<file path="config.mk">
export PLATFORM = sky130hd
export DESIGN_NAME = ttx_line_inserter
export DESIGN_NICKNAME = d
export VERILOG_FILES = /design/src/rtl/ttx_pkg.sv /design/src/rtl/ttx_line_qualify.sv /design/src/rtl/ttx_bit_clock.sv /design/src/rtl/ttx_window_seq.sv /design/src/rtl/ttx_line_inserter.sv
export SDC_FILE = /design/constraint.sdc
export NUM_CORES = 1
export LEC_CHECK = 0
export BUFFER_PORTS_ARGS = -buffer_cell sky130_fd_sc_hd__buf_2
export CORE_ASPECT_RATIO = 1.2
export CORE_UTILIZATION = 25
export CTS_BUF_LIST = sky130_fd_sc_hd__clkbuf_8
export CTS_CLUSTER_DIAMETER = 50
export DETAILED_ROUTE_END_ITERATION = 8
export PLACE_DENSITY_LB_ADDON = 0.08
export SYNTH_ARGS = -nofsm -noshare
export SYNTH_HDL_FRONTEND = slang
export SYNTH_SLANG_ARGS = --single-unit
</file>
<file path="constraint.sdc">
create_clock -name clk -period 5.29 [get_ports clk]
set_input_delay 1.058 -clock clk [delete_from_list [all_inputs] [get_ports clk]]
set_output_delay 1.058 -clock clk [all_outputs]
set_load 0.03 [all_outputs]
</file>
<file path="src/rtl/ttx_pkg.sv">
package ttx_pkg;
  localparam int unsigned TTX_BITS = 360;

  function automatic int unsigned width_for(input int unsigned n);
    return (n < 2) ? 1 : $clog2(n + 1);
  endfunction
endpackage

</file>
<file path="src/rtl/ttx_line_qualify.sv">
module ttx_line_qualify #(
  parameter int unsigned LINE_W = 10
) (
  input  logic [LINE_W-1:0] line_num,
  input  logic              field_odd,
  input  logic [LINE_W-1:0] odd_first,
  input  logic [LINE_W-1:0] odd_last,
  input  logic [LINE_W-1:0] even_first,
  input  logic [LINE_W-1:0] even_last,
  output logic              eligible
);
  localparam int unsigned NFIELD = 2;

  logic [LINE_W-1:0] first_a [NFIELD];
  logic [LINE_W-1:0] last_a  [NFIELD];
  logic [NFIELD-1:0] hit;

  assign first_a[0] = even_first;
  assign last_a[0]  = even_last;
  assign first_a[1] = odd_first;
  assign last_a[1]  = odd_last;

  // An inverted range (first > last) can never satisfy both compares.
  for (genvar f = 0; f < NFIELD; f++) begin : g_field
    assign hit[f] = (line_num >= first_a[f]) && (line_num <= last_a[f]);
  end

  assign eligible = field_odd ? hit[1] : hit[0];
endmodule

</file>
<file path="src/rtl/ttx_bit_clock.sv">
module ttx_bit_clock #(
  parameter int unsigned ACC_W   = 16,
  parameter int unsigned BIT_INC = 16838
) (
  input  logic clk,
  input  logic rst,
  input  logic line_start,
  input  logic gate_n,
  output logic carry_n,
  output logic strobe_q
);
  localparam logic [ACC_W-1:0] INC_C = ACC_W'(BIT_INC);

  logic [ACC_W-1:0] acc_q, acc_n;
  logic [ACC_W:0]   sum;

  always_comb begin
    sum     = {1'b0, acc_q} + {1'b0, INC_C};
    carry_n = gate_n && sum[ACC_W];
    if (line_start)  acc_n = '0;
    else if (gate_n) acc_n = sum[ACC_W-1:0];
    else             acc_n = acc_q;
  end

  always_ff @(posedge clk) begin
    if (rst) begin
      acc_q    <= '0;
      strobe_q <= 1'b0;
    end else begin
      acc_q    <= acc_n;
      strobe_q <= carry_n;
    end
  end

  // With a step of at most half the range, two carries can never be adjacent.
  if (BIT_INC <= (1 << (ACC_W - 1))) begin : g_gap_chk
    assert_strobe_gap_R7: assert property (@(posedge clk) disable iff (rst)
      strobe_q |=> !strobe_q)
      else $error("strobe on consecutive cycles");
  end
endmodule

</file>
<file path="src/rtl/ttx_window_seq.sv">
module ttx_window_seq #(
  parameter int unsigned CNT_W    = 12,
  parameter int unsigned WIN_AT   = 64,
  parameter int unsigned REQ_LEAD = 8,
  parameter int unsigned NBITS    = ttx_pkg::TTX_BITS
) (
  input  logic clk,
  input  logic rst,
  input  logic line_start,
  input  logic eligible,
  input  logic carry_n,
  output logic gate_n,
  output logic req_q,
  output logic gate_q
);
  localparam int unsigned BIT_W = ttx_pkg::width_for(NBITS);
  localparam logic [CNT_W-1:0] WIN_C = CNT_W'(WIN_AT);
  localparam logic [CNT_W-1:0] REQ_C = CNT_W'(WIN_AT - REQ_LEAD);
  localparam logic [CNT_W-1:0] CMAX  = {CNT_W{1'b1}};
  localparam logic [BIT_W-1:0] NB_C  = BIT_W'(NBITS);

  logic             active_q, active_n;
  logic [CNT_W-1:0] cnt_q, cnt_n;
  logic [BIT_W-1:0] bits_q, bits_base, bits_n;
  logic             req_n;

  always_comb begin
    if (line_start) begin
      active_n  = eligible;
      cnt_n     = '0;
      bits_base = '0;
    end else begin
      active_n  = active_q;
      cnt_n     = (cnt_q == CMAX) ? cnt_q : cnt_q + 1'b1;
      bits_base = bits_q;
    end
    gate_n = active_n && (cnt_n >= WIN_C) && (bits_base < NB_C) && !line_start;
    bits_n = bits_base + BIT_W'(gate_n && carry_n);
    req_n  = active_n && (cnt_n >= REQ_C) && (bits_n < NB_C);
  end

  always_ff @(posedge clk) begin
    if (rst) begin
      active_q <= 1'b0;
      cnt_q    <= CMAX;
      bits_q   <= '0;
      req_q    <= 1'b0;
      gate_q   <= 1'b0;
    end else begin
      active_q <= active_n;
      cnt_q    <= cnt_n;
      bits_q   <= bits_n;
      req_q    <= req_n;
      gate_q   <= gate_n;
    end
  end

  assert_no_overflow_R6: assert property (@(posedge clk) disable iff (rst)
    bits_q <= NB_C)
    else $error("bit count beyond window length");

  assert_restart_R9: assert property (@(posedge clk) disable iff (rst)
    line_start |=> (bits_q == '0) && !gate_q)
    else $error("line start did not restart the window");
endmodule

</file>
<file path="src/rtl/ttx_line_inserter.sv">
module ttx_line_inserter #(
  parameter int unsigned LINE_W   = 10,
  parameter int unsigned CNT_W    = 12,
  parameter int unsigned WIN_AT   = 64,
  parameter int unsigned REQ_LEAD = 8,
  parameter int unsigned ACC_W    = 16,
  parameter int unsigned BIT_INC  = 16838,
  parameter int unsigned NBITS    = ttx_pkg::TTX_BITS
) (
  input  logic              clk,
  input  logic              rst,
  input  logic              line_start,
  input  logic [LINE_W-1:0] line_num,
  input  logic              field_odd,
  input  logic [LINE_W-1:0] odd_first,
  input  logic [LINE_W-1:0] odd_last,
  input  logic [LINE_W-1:0] even_first,
  input  logic [LINE_W-1:0] even_last,
  input  logic              ttx_bit_in,
  output logic              ttx_req,
  output logic              ttx_gate,
  output logic              bit_strobe,
  output logic              ttx_bit_out
);
  logic eligible, gate_n, carry_n;

  ttx_line_qualify #(.LINE_W(LINE_W)) u_qual (
    .line_num(line_num), .field_odd(field_odd),
    .odd_first(odd_first), .odd_last(odd_last),
    .even_first(even_first), .even_last(even_last),
    .eligible(eligible)
  );

  ttx_window_seq #(
    .CNT_W(CNT_W), .WIN_AT(WIN_AT), .REQ_LEAD(REQ_LEAD), .NBITS(NBITS)
  ) u_seq (
    .clk(clk), .rst(rst), .line_start(line_start), .eligible(eligible),
    .carry_n(carry_n), .gate_n(gate_n), .req_q(ttx_req), .gate_q(ttx_gate)
  );

  ttx_bit_clock #(.ACC_W(ACC_W), .BIT_INC(BIT_INC)) u_clk (
    .clk(clk), .rst(rst), .line_start(line_start), .gate_n(gate_n),
    .carry_n(carry_n), .strobe_q(bit_strobe)
  );

  always_ff @(posedge clk) begin
    if (rst)          ttx_bit_out <= 1'b0;
    else if (carry_n) ttx_bit_out <= ttx_bit_in;
  end

  assert_strobe_in_gate_R7: assert property (@(posedge clk) disable iff (rst)
    bit_strobe |-> ttx_gate)
    else $error("strobe outside window");

  assert_gate_req_R5: assert property (@(posedge clk) disable iff (rst)
    (ttx_gate && !bit_strobe) |-> ttx_req)
    else $error("window open without request");

  assert_data_hold_R8: assert property (@(posedge clk) disable iff (rst)
    !bit_strobe |-> $stable(ttx_bit_out))
    else $error("data changed without strobe");
endmodule

</file>
* Word-level counts from Yosys, hierarchy flattened *
Index checks and enable logic that the tools add are counted.

operators by class
  add/subtract/negate cells = 3
  magnitude comparators = 8
  equal/unequal tests = 1
  mux-type cells = 5
  reductions and logical operators = 11

operators by type and width
  cell                                                                     count
  12-bit two-way mux                                                       2
  10-bit >= comparator                                                     2
  10-bit less-or-equal comparator                                          2
  9-bit less-than comparator (second input constant)                       2
  16-bit by 15-bit adder with 17-bit output (second input constant)        1
  12-bit by 1-bit adder with 12-bit output (second input constant)         1
  12-bit == test (second input constant)                                   1
  12-bit by 6-bit >= comparator with 1-bit output (second input constant)  1
  12-bit by 7-bit >= comparator with 1-bit output (second input constant)  1
  9-bit by 1-bit adder with 9-bit output                                   1
  1-bit logical AND                                                        9
  9-bit two-way mux                                                        1
  1-bit two-way mux                                                        2
  2-bit OR reduction                                                       1
  1-bit zero test                                                          1

storage, ports and cells
  register bits after elaboration = 42
  bits of input ports = 55
  output and inout bits = 4
  word-level logic and storage cells = 36

* Longest topological paths before layout *
Gate-level depths: netlist (run 1).

  depth in word-level cells = 12
  gate-level depth with buffers = 17
  mapped depth without buffers = 14

* By module *
A second synthesis (run 1) with hierarchy kept.

unflattened totals
  cells, all modules = 379
  area, all modules = 3106.7 um2

modules (own cells, without submodules)
  module             times used  cells an instance  area each (um2)  seq. area each (um2)
  ttx_window_seq     1           159                1357.6           480.5
  ttx_line_qualify   1           137                996.0            0.0
  ttx_bit_clock      1           80                 719.4            320.3
  ttx_line_inserter  1           3                  33.8             20.0

* Worst setup path after synthesis (run 1) *
OpenSTA, ideal clock, no wires.

  kind = input port to flip-flop
  from = input line_start
  to = register u_seq.req_q
  setup time = 132 ps
  data arrival time = 3323 ps
  data required time = 5158 ps
  setup slack = 1835 ps
  stages on the path = 15
  buffers on the path = 2
  path through = nand2b_1 > nor2_1 > a21oi_1 > a31o_4 > buf_6 > buf_6 > nor2_1 > ha_1 > ha_1 > and3b_1 > nor4b_1 > o21ai_0 > a211o_1 > a21oi_1 > nor4_1

between the ends
  longest elaborated chain between the ends = 10
  elaborated cells on any way between the ends = 16
  those cells by class = 1 x add/sub; 4 x order compare; 3 x mux; 8 x reduce/logical

RTL lines
  item                                             RTL line                 RTL
  start, declared                                  ttx_line_inserter.sv:12  input logic line_start,
  12-bit two-way mux                               ttx_window_seq.sv:28     if (line_start) begin
  12-bit by 7-bit >= comparator with 1-bit output  ttx_window_seq.sv:37     gate_n = active_n && (cnt_n >= WIN_C) && (bits_base < NB_C) && !line_start;
  1-bit logical AND (2 in series)                  ttx_window_seq.sv:37
  1-bit logical AND (*)                            ttx_window_seq.sv:37
  1-bit logical AND (*)                            ttx_bit_clock.sv:19      carry_n = gate_n && sum[ACC_W];
  net carry_n                                      ttx_line_inserter.sv:25  logic eligible, gate_n, carry_n;
  1-bit logical AND (*)                            ttx_window_seq.sv:38     bits_n = bits_base + BIT_W'(gate_n && carry_n);
  9-bit by 1-bit adder with 9-bit output (*)       ttx_window_seq.sv:38
  9-bit less-than comparator (*)                   ttx_window_seq.sv:39     req_n = active_n && (cnt_n >= REQ_C) && (bits_n < NB_C);
  1-bit logical AND (*)                            ttx_window_seq.sv:39
  end signal, assigned                             ttx_window_seq.sv:53     req_q <= req_n;
  end, declared                                    ttx_window_seq.sv:13     output logic req_q,

Mark *: on every way through the listed nets, which the timed path passes. The rest lies on a longest branch.
A chain may end at the register's enable or synchronous reset.

* Worst setup path in the final report (run 1) *
  from = register u_seq.cnt_q[0]
  to = register u_seq.req_q

between the ends
  longest elaborated chain between the ends = 12
  elaborated cells on any way between the ends = 15
  those cells by class = 2 x add/sub; 3 x order compare; 1 x eq/ne; 2 x mux; 7 x reduce/logical

RTL lines
  item                                                                               RTL line                 RTL
  start, declared                                                                    ttx_window_seq.sv:23     logic [CNT_W-1:0] cnt_q, cnt_n;
  start signal, assigned                                                             ttx_window_seq.sv:51     cnt_q <= cnt_n;
  12-bit by 1-bit adder with 12-bit output / 12-bit == test (equally long branches)  ttx_window_seq.sv:34     cnt_n = (cnt_q == CMAX) ? cnt_q : cnt_q + 1'b1;
  12-bit two-way mux (*)                                                             ttx_window_seq.sv:34
  12-bit two-way mux (*)                                                             ttx_window_seq.sv:28
  12-bit by 7-bit >= comparator with 1-bit output (*)                                ttx_window_seq.sv:37
  1-bit logical AND (*) (3 in series)                                                ttx_window_seq.sv:37
  1-bit logical AND (*)                                                              ttx_bit_clock.sv:19
  net carry_n                                                                        ttx_line_inserter.sv:25
  1-bit logical AND (*)                                                              ttx_window_seq.sv:38
  9-bit by 1-bit adder with 9-bit output (*)                                         ttx_window_seq.sv:38
  9-bit less-than comparator (*)                                                     ttx_window_seq.sv:39
  1-bit logical AND (*)                                                              ttx_window_seq.sv:39

Marked as above.

==> results of run 1 <==
## cell type report
| type | instances | area (sq um) | area share [%] |
|---|---|---|---|
| well taps | 161 | 201 | 5.58 |
| multi-input cells | 283 | 2020 | 56.1 |
| clock inverters | 2 | 35.0 | 0.971 |
| flip-flops and latches | 41 | 821 | 22.8 |
| inverters | 43 | 161 | 4.47 |
| repair buffers | 59 | 298 | 8.26 |
| clock buffers | 5 | 68.8 | 1.91 |
## worst min-delay path, cell delays in order (launching register included)
cell and delay, ns:
sky130_fd_sc_hd__dfxtp_1 0.32, sky130_fd_sc_hd__o21ai_1 0.07, sky130_fd_sc_hd__a21oi_1 0.06
## power breakdown
part | switching (W) | leakage, nW | total, W | internal, W
sequential | 0.0000145 | 0.335 | 0.000333 | 0.000319
clock | 0.000113 | 0.0540 | 0.000250 | 0.000137
combinational | 0.0000843 | 1.28 | 0.000155 | 0.0000707
## state kept, by name (all words and copies together) (netlist names)
signal	count
u_seq.gate_q	1
u_seq.bits_q	9
ttx_bit_out	1
u_seq.active_q	1
u_seq.cnt_q	12
u_seq.req_q	1
u_clk.strobe_q	1
u_clk.acc_q	15
## stage by stage
stage / instances / hold WS, ns / util, % / worst slack (ns)
2_1_floorplan: 381 / 0.454 / - / 1.83
3_3_place_gp: 587 / 0.471 / 28.9 / 1.60
3_5_place_dp: 587 / 0.481 / 28.9 / 1.53
4_1_cts: 594 / 0.494 / 29.8 / 1.68
5_1_grt: 594 / 0.511 / 29.8 / 1.35
6_report: 594 / 0.491 / 29.8 / 1.72
## worst max-delay path by stage
stage,startpoint,end,slack [ns],cells past startpoint
after global routing,u_seq.cnt_q[0]$_SDFF_PP1_,u_seq.req_q$_SDFF_PP0_,1.35,14
after floorplan,line_start,u_seq.req_q$_SDFF_PP0_,1.83,15
after detailed placement,line_start,u_seq.req_q$_SDFF_PP0_,1.53,14
after global placement,line_start,u_seq.req_q$_SDFF_PP0_,1.60,14
after CTS,u_seq.cnt_q[0]$_SDFF_PP1_,u_seq.req_q$_SDFF_PP0_,1.68,14
final,u_seq.cnt_q[0]$_SDFF_PP1_,u_seq.req_q$_SDFF_PP0_,1.72,14
## layout by cell type (no fill, tap or decap), drive strengths merged, types with 2 or more instances in the layout
cell / Yosys / routed
xnor2: 8 / 8
nand2b: 8 / 8
inv: 43 / 43
a41o: 2 / 2
nand2: 20 / 20
o21ai: 29 / 29
a211o: 3 / 3
o21bai: 3 / 3
a31o: 5 / 5
o31ai: 3 / 3
clkbuf: 8 / 5
and4: 5 / 5
or3: 7 / 7
and2: 3 / 3
nor3: 4 / 4
xor2: 6 / 6
nor3b: 2 / 2
or4: 3 / 3
nor2: 29 / 29
nand3: 12 / 12
a31oi: 6 / 6
dfxtp: 41 / 41
o2111ai: 3 / 3
o211ai: 2 / 2
nand3b: 2 / 2
ha: 44 / 44
nor2b: 6 / 6
nand4: 10 / 10
a21oi: 28 / 28
and3: 2 / 2
a211oi: 3 / 3
buf: 5 / 59
a21o: 10 / 10
a41oi: 2 / 2
## metal layers
metal	global-route usage, %	routed length, microns	vias to the layer above
li1	-	-	1465
met4	4.02	95	0
met5	0	0	-
met1	13.4	3230	1276
met2	24.4	3870	52
met3	2.41	291	7
## cells by family (layout without fill, tap and decap cells)
kind of cell / count (synthesis) / count (layout) / synth area share [%]
AO/OA/AOI/OAI: 104 / 104 / 22.2
flip-flops: 41 / 41 / 26.4
multiplexers: 2 / 2 / 0.684
adder cells (fa/ha/maj): 44 / 44 / 17.7
buffers and inverters: 57 / 109 / 8.61
XOR/XNOR: 14 / 14 / 3.94
AND/OR/NAND/NOR: 119 / 119 / 20.5
==> metrics.json, run 1 <==
{
  "antenna_found_initial": {"value": 0},
  "min-delay-start": {"value": "ttx_bit_out$_SDFFE_PP0P_"},
  "synth_enable_flop_cells": {"value": 0},
  "timing.hold.worst_endpoint": {"value": "ttx_bit_out$_SDFFE_PP0P_"},
  "post_route_cells_drive_above_1_share": {"value": 18.2, "unit": "%"},
  "routed_wl": {"value": 7.48, "unit": "mm"},
  "antenna_left": {"value": 0},
  "ys_ff_latch": {"value": 41},
  "worst_hold_class": {"value": "register to register"},
  "skew": {"value": 0.00689, "unit": "ns"},
  "synth.net_count": {"value": 480},
  "synth_top_cells_by_area": {"value": "sky130_fd_sc_hd__dfxtp_1 26%, sky130_fd_sc_hd__ha_1 18%, sky130_fd_sc_hd__inv_1 5.2%"},
  "post_cts_hold_buffer_count": {"value": 0},
  "antenna_cells_inserted": {"value": 0},
  "clock_tree.htree_level_count": {"value": 2},
  "placementRows": {"value": 44},
  "critical_path.top_delay_family": {"value": "compound AO/OA/AOI/OAI gates"},
  "hold_viol_final": {"value": 0},
  "cts.repair.resized": {"value": 0},
  "rr_startpoint": {"value": "u_seq.cnt_q[0]$_SDFF_PP1_"},
  "final_cell_area": {"value": 0.00361, "unit": "sq mm"},
  "yosys.cell_types.count": {"value": 55},
  "io_buffers": {"value": 58},
  "slew_headroom": {"value": 45.5, "unit": "%"},
  "r2r.worst_path.cells": {"value": 14},
  "timing.fmax": {"value": 0.280, "unit": "GHz"},
  "critical_path_s_most_frequent_cell": {"value": "sky130_fd_sc_hd__ha_1"},
  "yosysWarnings": {"value": 0},
  "p_leak": {"value": 1.67, "unit": "nW"},
  "worst_setup_hold_path_clk_slew": {"value": 0.08, "unit": "ns"},
  "clock_latency_on_the_worst_skew_pair": {"value": 0.30, "unit": "ns"},
  "timing.max_cap.violations": {"value": 0},
  "cp_data_arrival_time": {"value": 3.75, "unit": "ns"},
  "die-width": {"value": 104, "unit": "microns"},
  "maximum_number_of_pins_on_one_net_before_global_route_repair": {"value": 28},
  "synth-seq-area-share": {"value": 26.4, "unit": "%"},
  "vdd_drop_max": {"value": 88.9, "unit": "uV"},
  "timing.rr.end": {"value": "u_seq.req_q$_SDFF_PP0_"},
  "synth_top_area_share": {"value": 26.4, "unit": "%"},
  "outcome": {"value": "completed"},
  "cp_cell_sequence": {"value": "ha_1 > and4_1 > nand2_1 > a211oi_4 > a31o_4 > nor2_1 > ha_1 > ha_1 > and3b_1 > nor4b_1 > o21ai_0 > a211o_1 > a21oi_1 > nor4_1"},
  "cts_setup_buffers": {"value": 0},
  "power.density_cell_area": {"value": 205, "unit": "mW/mm^2"},
  "worst-endpoint-required": {"value": 5.47, "unit": "ns"},
  "drt_drc_violations_left": {"value": 0},
  "combined_area_of_all_synthesized_cells": {"value": 0.00311, "unit": "sq mm"},
  "fillerInstances": {"value": 1329},
  "setup_viol_count_final": {"value": 0},
  "vias": {"value": 2800},
  "gpl.final_weighted_congestion": {"value": 0.729},
  "cts_made_buffers": {"value": 5},
  "post_synth_inst_count": {"value": 381},
  "cts-root-buf": {"value": "sky130_fd_sc_hd__clkbuf_8"},
  "critical_path.endpoint_type": {"value": "register"},
  "cpPeakStageDelay": {"value": 0.41, "unit": "ns"},
  "final.min_clock_period": {"value": 3.57, "unit": "ns"},
  "cp_slowest_cell": {"value": "sky130_fd_sc_hd__dfxtp_1"},
  "coreArea": {"value": 0.0121, "unit": "sq mm"},
  "numClockSinks": {"value": 41},
  "critical_path.max_fanout": {"value": 25},
  "netlist.top_cell.by_area": {"value": "sky130_fd_sc_hd__dfxtp_1"},
  "grt_first_pass_wirelength": {"value": 12.9, "unit": "mm"},
  "vias_per_cell": {"value": 4.71},
  "whs_path_depth": {"value": 2},
  "cp-start-kind": {"value": "register"},
  "firstDrtPassIters": {"value": 4},
  "max-clock-path-buffers": {"value": 2},
  "initial_utilization": {"value": 25.7, "unit": "%"},
  "max_slew.worst_pin.slew": {"value": 0.814, "unit": "ns"},
  "dr.first_iter.drc_count": {"value": 91},
  "synth.avg_cell_area": {"value": 8.16, "unit": "sq um"},
  "timing.setup.tns": {"value": 0, "unit": "ns"},
  "yosys-top-cells-count": {"value": "44 x sky130_fd_sc_hd__ha_1, 43 x sky130_fd_sc_hd__inv_1, 41 x sky130_fd_sc_hd__dfxtp_1, 29 x sky130_fd_sc_hd__nor2_1, 28 x sky130_fd_sc_hd__a21oi_1"},
  "number_of_nets_in_the_finished_design": {"value": 532},
  "grt_pass1_vias": {"value": 2777},
  "detailedPlacementHpwl": {"value": 5.94, "unit": "mm"},
  "global_route.usage.total": {"value": 12.4, "unit": "%"},
  "report.power.total": {"value": 0.000738, "unit": "W"},
  "path_buf_inv": {"value": 0},
  "maxSlewViolCount": {"value": 0},
  "layout_worst_path_cycle_share": {"value": 67.5, "unit": "%"},
  "worst-r2r-setup-slack": {"value": 1.72, "unit": "ns"},
  "async_reset_ff_share": {"value": 0, "unit": "%"},
  "flow.area_growth_from_synthesis": {"value": 16.0, "unit": "%"},
  "synth_flop_cell": {"value": "sky130_fd_sc_hd__dfxtp_1"},
  "total_congestion_overflow": {"value": 0},
  "critPathKind": {"value": "register to register"},
  "detailed_place.area": {"value": 0.00350, "unit": "sq mm"},
  "routed_wire_length_per_instance": {"value": 12.6, "unit": "microns"},
  "die_h": {"value": 124, "unit": "microns"},
  "dieArea": {"value": 0.0129, "unit": "sq mm"},
  "rsz0062_at_grt": {"value": "no"},
  "tritoncts": {"value": "done"},
  "yosys.cell_count.top_type": {"value": "sky130_fd_sc_hd__ha_1"},
  "io_pins": {"value": 59}
}
(Power assumes the default switching activity.)
==> run 2, diff against run 1 <==
- clock period: 5.29 -> 3.5 ns (I/O delays scaled with it)
==> metrics.json, run 2 (synthesis gave the netlist of run 1 again) <==
{
  "outcome": {"value": "completed"},
  "p_leak": {"value": 1.68, "unit": "nW"},
  "cts.repair.resized": {"value": 0},
  "worst_setup_hold_path_clk_slew": {"value": 0.08, "unit": "ns"},
  "timing.fmax": {"value": 0.310, "unit": "GHz"},
  "slew_headroom": {"value": 47.2, "unit": "%"},
  "timing.max_cap.violations": {"value": 0},
  "die-width": {"value": 104, "unit": "microns"},
  "setup_viol_count_final": {"value": 0},
  "largest_register_ff_count": {"value": 15},
  "numPlacedInstances": {"value": 590},
  "stdcell_count": {"value": 597},
  "antenna_found_initial": {"value": 0},
  "antenna_left": {"value": 0},
  "max_slew.worst_pin.slew": {"value": 0.790, "unit": "ns"},
  "io_pins": {"value": 59},
  "dp_slack": {"value": 0.223, "unit": "ns"},
  "rsz0062_at_grt": {"value": "no"},
  "vias": {"value": 2833},
  "io_buffers": {"value": 58},
  "power_frac_comb": {"value": 22.9, "unit": "%"},
  "maximum_number_of_pins_on_one_net_before_global_route_repair": {"value": 28},
  "clock_tree.htree_level_count": {"value": 2},
  "clock_latency_on_the_worst_skew_pair": {"value": 0.29, "unit": "ns"},
  "layout_worst_path_cycle_share": {"value": 92.1, "unit": "%"},
  "maxSlewViolCount": {"value": 0},
  "post_route_cells_drive_above_1_share": {"value": 19.0, "unit": "%"},
  "global_route.usage.total": {"value": 12.7, "unit": "%"},
  "placementRows": {"value": 44},
  "critical_path.endpoint_type": {"value": "register"},
  "power_frac_clock": {"value": 29.8, "unit": "%"},
  "cts_setup_buffers": {"value": 0},
  "dr.first_iter.drc_count": {"value": 90},
  "cts_made_buffers": {"value": 5},
  "coreArea": {"value": 0.0121, "unit": "sq mm"},
  "vias_per_cell": {"value": 4.75},
  "gpl.final_weighted_congestion": {"value": 0.779},
  "initial_utilization": {"value": 25.7, "unit": "%"},
  "largest-register": {"value": "u_clk.acc_q"},
  "numClockSinks": {"value": 41},
  "skew": {"value": 0.00694, "unit": "ns"},
  "final.hold.worst_slack": {"value": 0.486, "unit": "ns"},
  "cts-root-buf": {"value": "sky130_fd_sc_hd__clkbuf_8"},
  "detailedPlacementHpwl": {"value": 6.13, "unit": "mm"},
  "cp_data_arrival_time": {"value": 3.39, "unit": "ns"},
  "critical_path.max_fanout": {"value": 9},
  "finalCoreUtilization": {"value": 29.8, "unit": "%"},
  "vdd_drop_max": {"value": 108, "unit": "uV"},
  "worst-endpoint-required": {"value": 3.67, "unit": "ns"},
  "drt_drc_violations_left": {"value": 0},
  "post_cts_hold_buffer_count": {"value": 0},
  "cp-start-kind": {"value": "register"},
  "top_regs": {"value": "u_clk.acc_q x15, u_seq.cnt_q x12, u_seq.bits_q x9"},
  "timing.setup.tns": {"value": 0, "unit": "ns"},
  "seq_power_share": {"value": 47.3, "unit": "%"},
  "grt_first_pass_wirelength": {"value": 13.2, "unit": "mm"},
  "firstDrtPassIters": {"value": 5},
  "met2_length": {"value": 4.07, "unit": "mm"},
  "mostFrequentLayoutCell": {"value": "sky130_fd_sc_hd__buf_2"},
  "tritoncts": {"value": "done"},
  "number_of_nets_in_the_finished_design": {"value": 535},
  "antenna_cells_inserted": {"value": 0},
  "power.density_cell_area": {"value": 293, "unit": "mW/mm^2"},
  "total_congestion_overflow": {"value": 0},
  "routed_wl": {"value": 7.62, "unit": "mm"},
  "cellInternalPower": {"value": 0.000747, "unit": "W"},
  "max-clock-path-buffers": {"value": 2},
  "maxUsedRoutingLayer": {"value": "met4"},
  "routed_wire_length_per_instance": {"value": 12.8, "unit": "microns"},
  "net-switching-power": {"value": 0.000311, "unit": "W"},
  "dieArea": {"value": 0.0129, "unit": "sq mm"},
  "layout_common_cells": {"value": "58 x sky130_fd_sc_hd__buf_2, 44 x sky130_fd_sc_hd__inv_1, 44 x sky130_fd_sc_hd__ha_1"},
  "die_h": {"value": 124, "unit": "microns"},
  "hold_viol_final": {"value": 0},
  "grt_pass1_vias": {"value": 2856},
  "critPathKind": {"value": "register to register"},
  "flow.area_growth_from_synthesis": {"value": 16.2, "unit": "%"},
  "final.min_clock_period": {"value": 3.22, "unit": "ns"},
  "worst_hold_class": {"value": "register to register"},
  "share_of_total_power_consumed_by_net_switching": {"value": 29.4, "unit": "%"},
  "routedLengthMet1": {"value": 3.15, "unit": "mm"},
  "wl_met3": {"value": 314, "unit": "microns"},
  "setup_ws": {"value": 0.277, "unit": "ns"}
}
run 2: worst paths after layout:
kind,cells after the start,slack (ns),start,end
setup / recovery,13,0.28,u_seq.cnt_q[4]$_SDFF_PP1_,u_seq.req_q$_SDFF_PP0_
hold / removal,2,0.49,u_clk.acc_q[1]$_SDFFE_PP0P_,u_clk.acc_q[1]$_SDFFE_PP0P_
setup reg to reg,13,0.28,u_seq.cnt_q[4]$_SDFF_PP1_,u_seq.req_q$_SDFF_PP0_
hold reg to reg,2,0.49,u_clk.acc_q[1]$_SDFFE_PP0P_,u_clk.acc_q[1]$_SDFFE_PP0P_
run 2: through the flow:
step,total power [W],area (sq um)
global route,0.00114,3610
finish,0.00106,3610
global placement,0.000755,3530
CTS,0.00108,3610
floorplan,0.000680,3110
detailed placement,0.000757,3530
run 2: critical path: stages (launching register included):
cell	delay, ns
sky130_fd_sc_hd__dfxtp_1	0.37
sky130_fd_sc_hd__and4_2	0.31
sky130_fd_sc_hd__a41o_2	0.32
sky130_fd_sc_hd__a211oi_4	0.28
sky130_fd_sc_hd__a31o_4	0.20
sky130_fd_sc_hd__nor2_1	0.04
sky130_fd_sc_hd__ha_1	0.23
sky130_fd_sc_hd__ha_1	0.24
sky130_fd_sc_hd__and3b_1	0.21
sky130_fd_sc_hd__nor4b_1	0.29
sky130_fd_sc_hd__o21ai_0	0.13
sky130_fd_sc_hd__a211o_1	0.27
sky130_fd_sc_hd__a21oi_1	0.15
sky130_fd_sc_hd__nor4_1	0.06
run 2: power groups by stage:
stage / Clock [W] / Sequential, W / Combinational (W)
floorplan: 0 / 0.000507 / 0.000174
global placement: 0 / 0.000512 / 0.000243
detailed placement: 0 / 0.000512 / 0.000245
CTS: 0.000331 / 0.000501 / 0.000247
global route: 0.000352 / 0.000504 / 0.000283
finish: 0.000315 / 0.000501 / 0.000242
run 2: layout make-up:
class | instances | area [sq um]
multi-input combinational | 283 | 2020
clock buffer | 6 | 82.6
timing repair buffer | 62 | 320
tap | 161 | 201
clock inverter | 1 | 3.75
fill | 1353 | 8500
inverter | 43 | 161
sequential | 41 | 822
run 2: metal layers:
metal  GRT usage, %  vias up
met2           25.7       67
met3           2.04        6
met5              0        -
li1               -     1476
met1           13.3     1284
met4           4.11        0
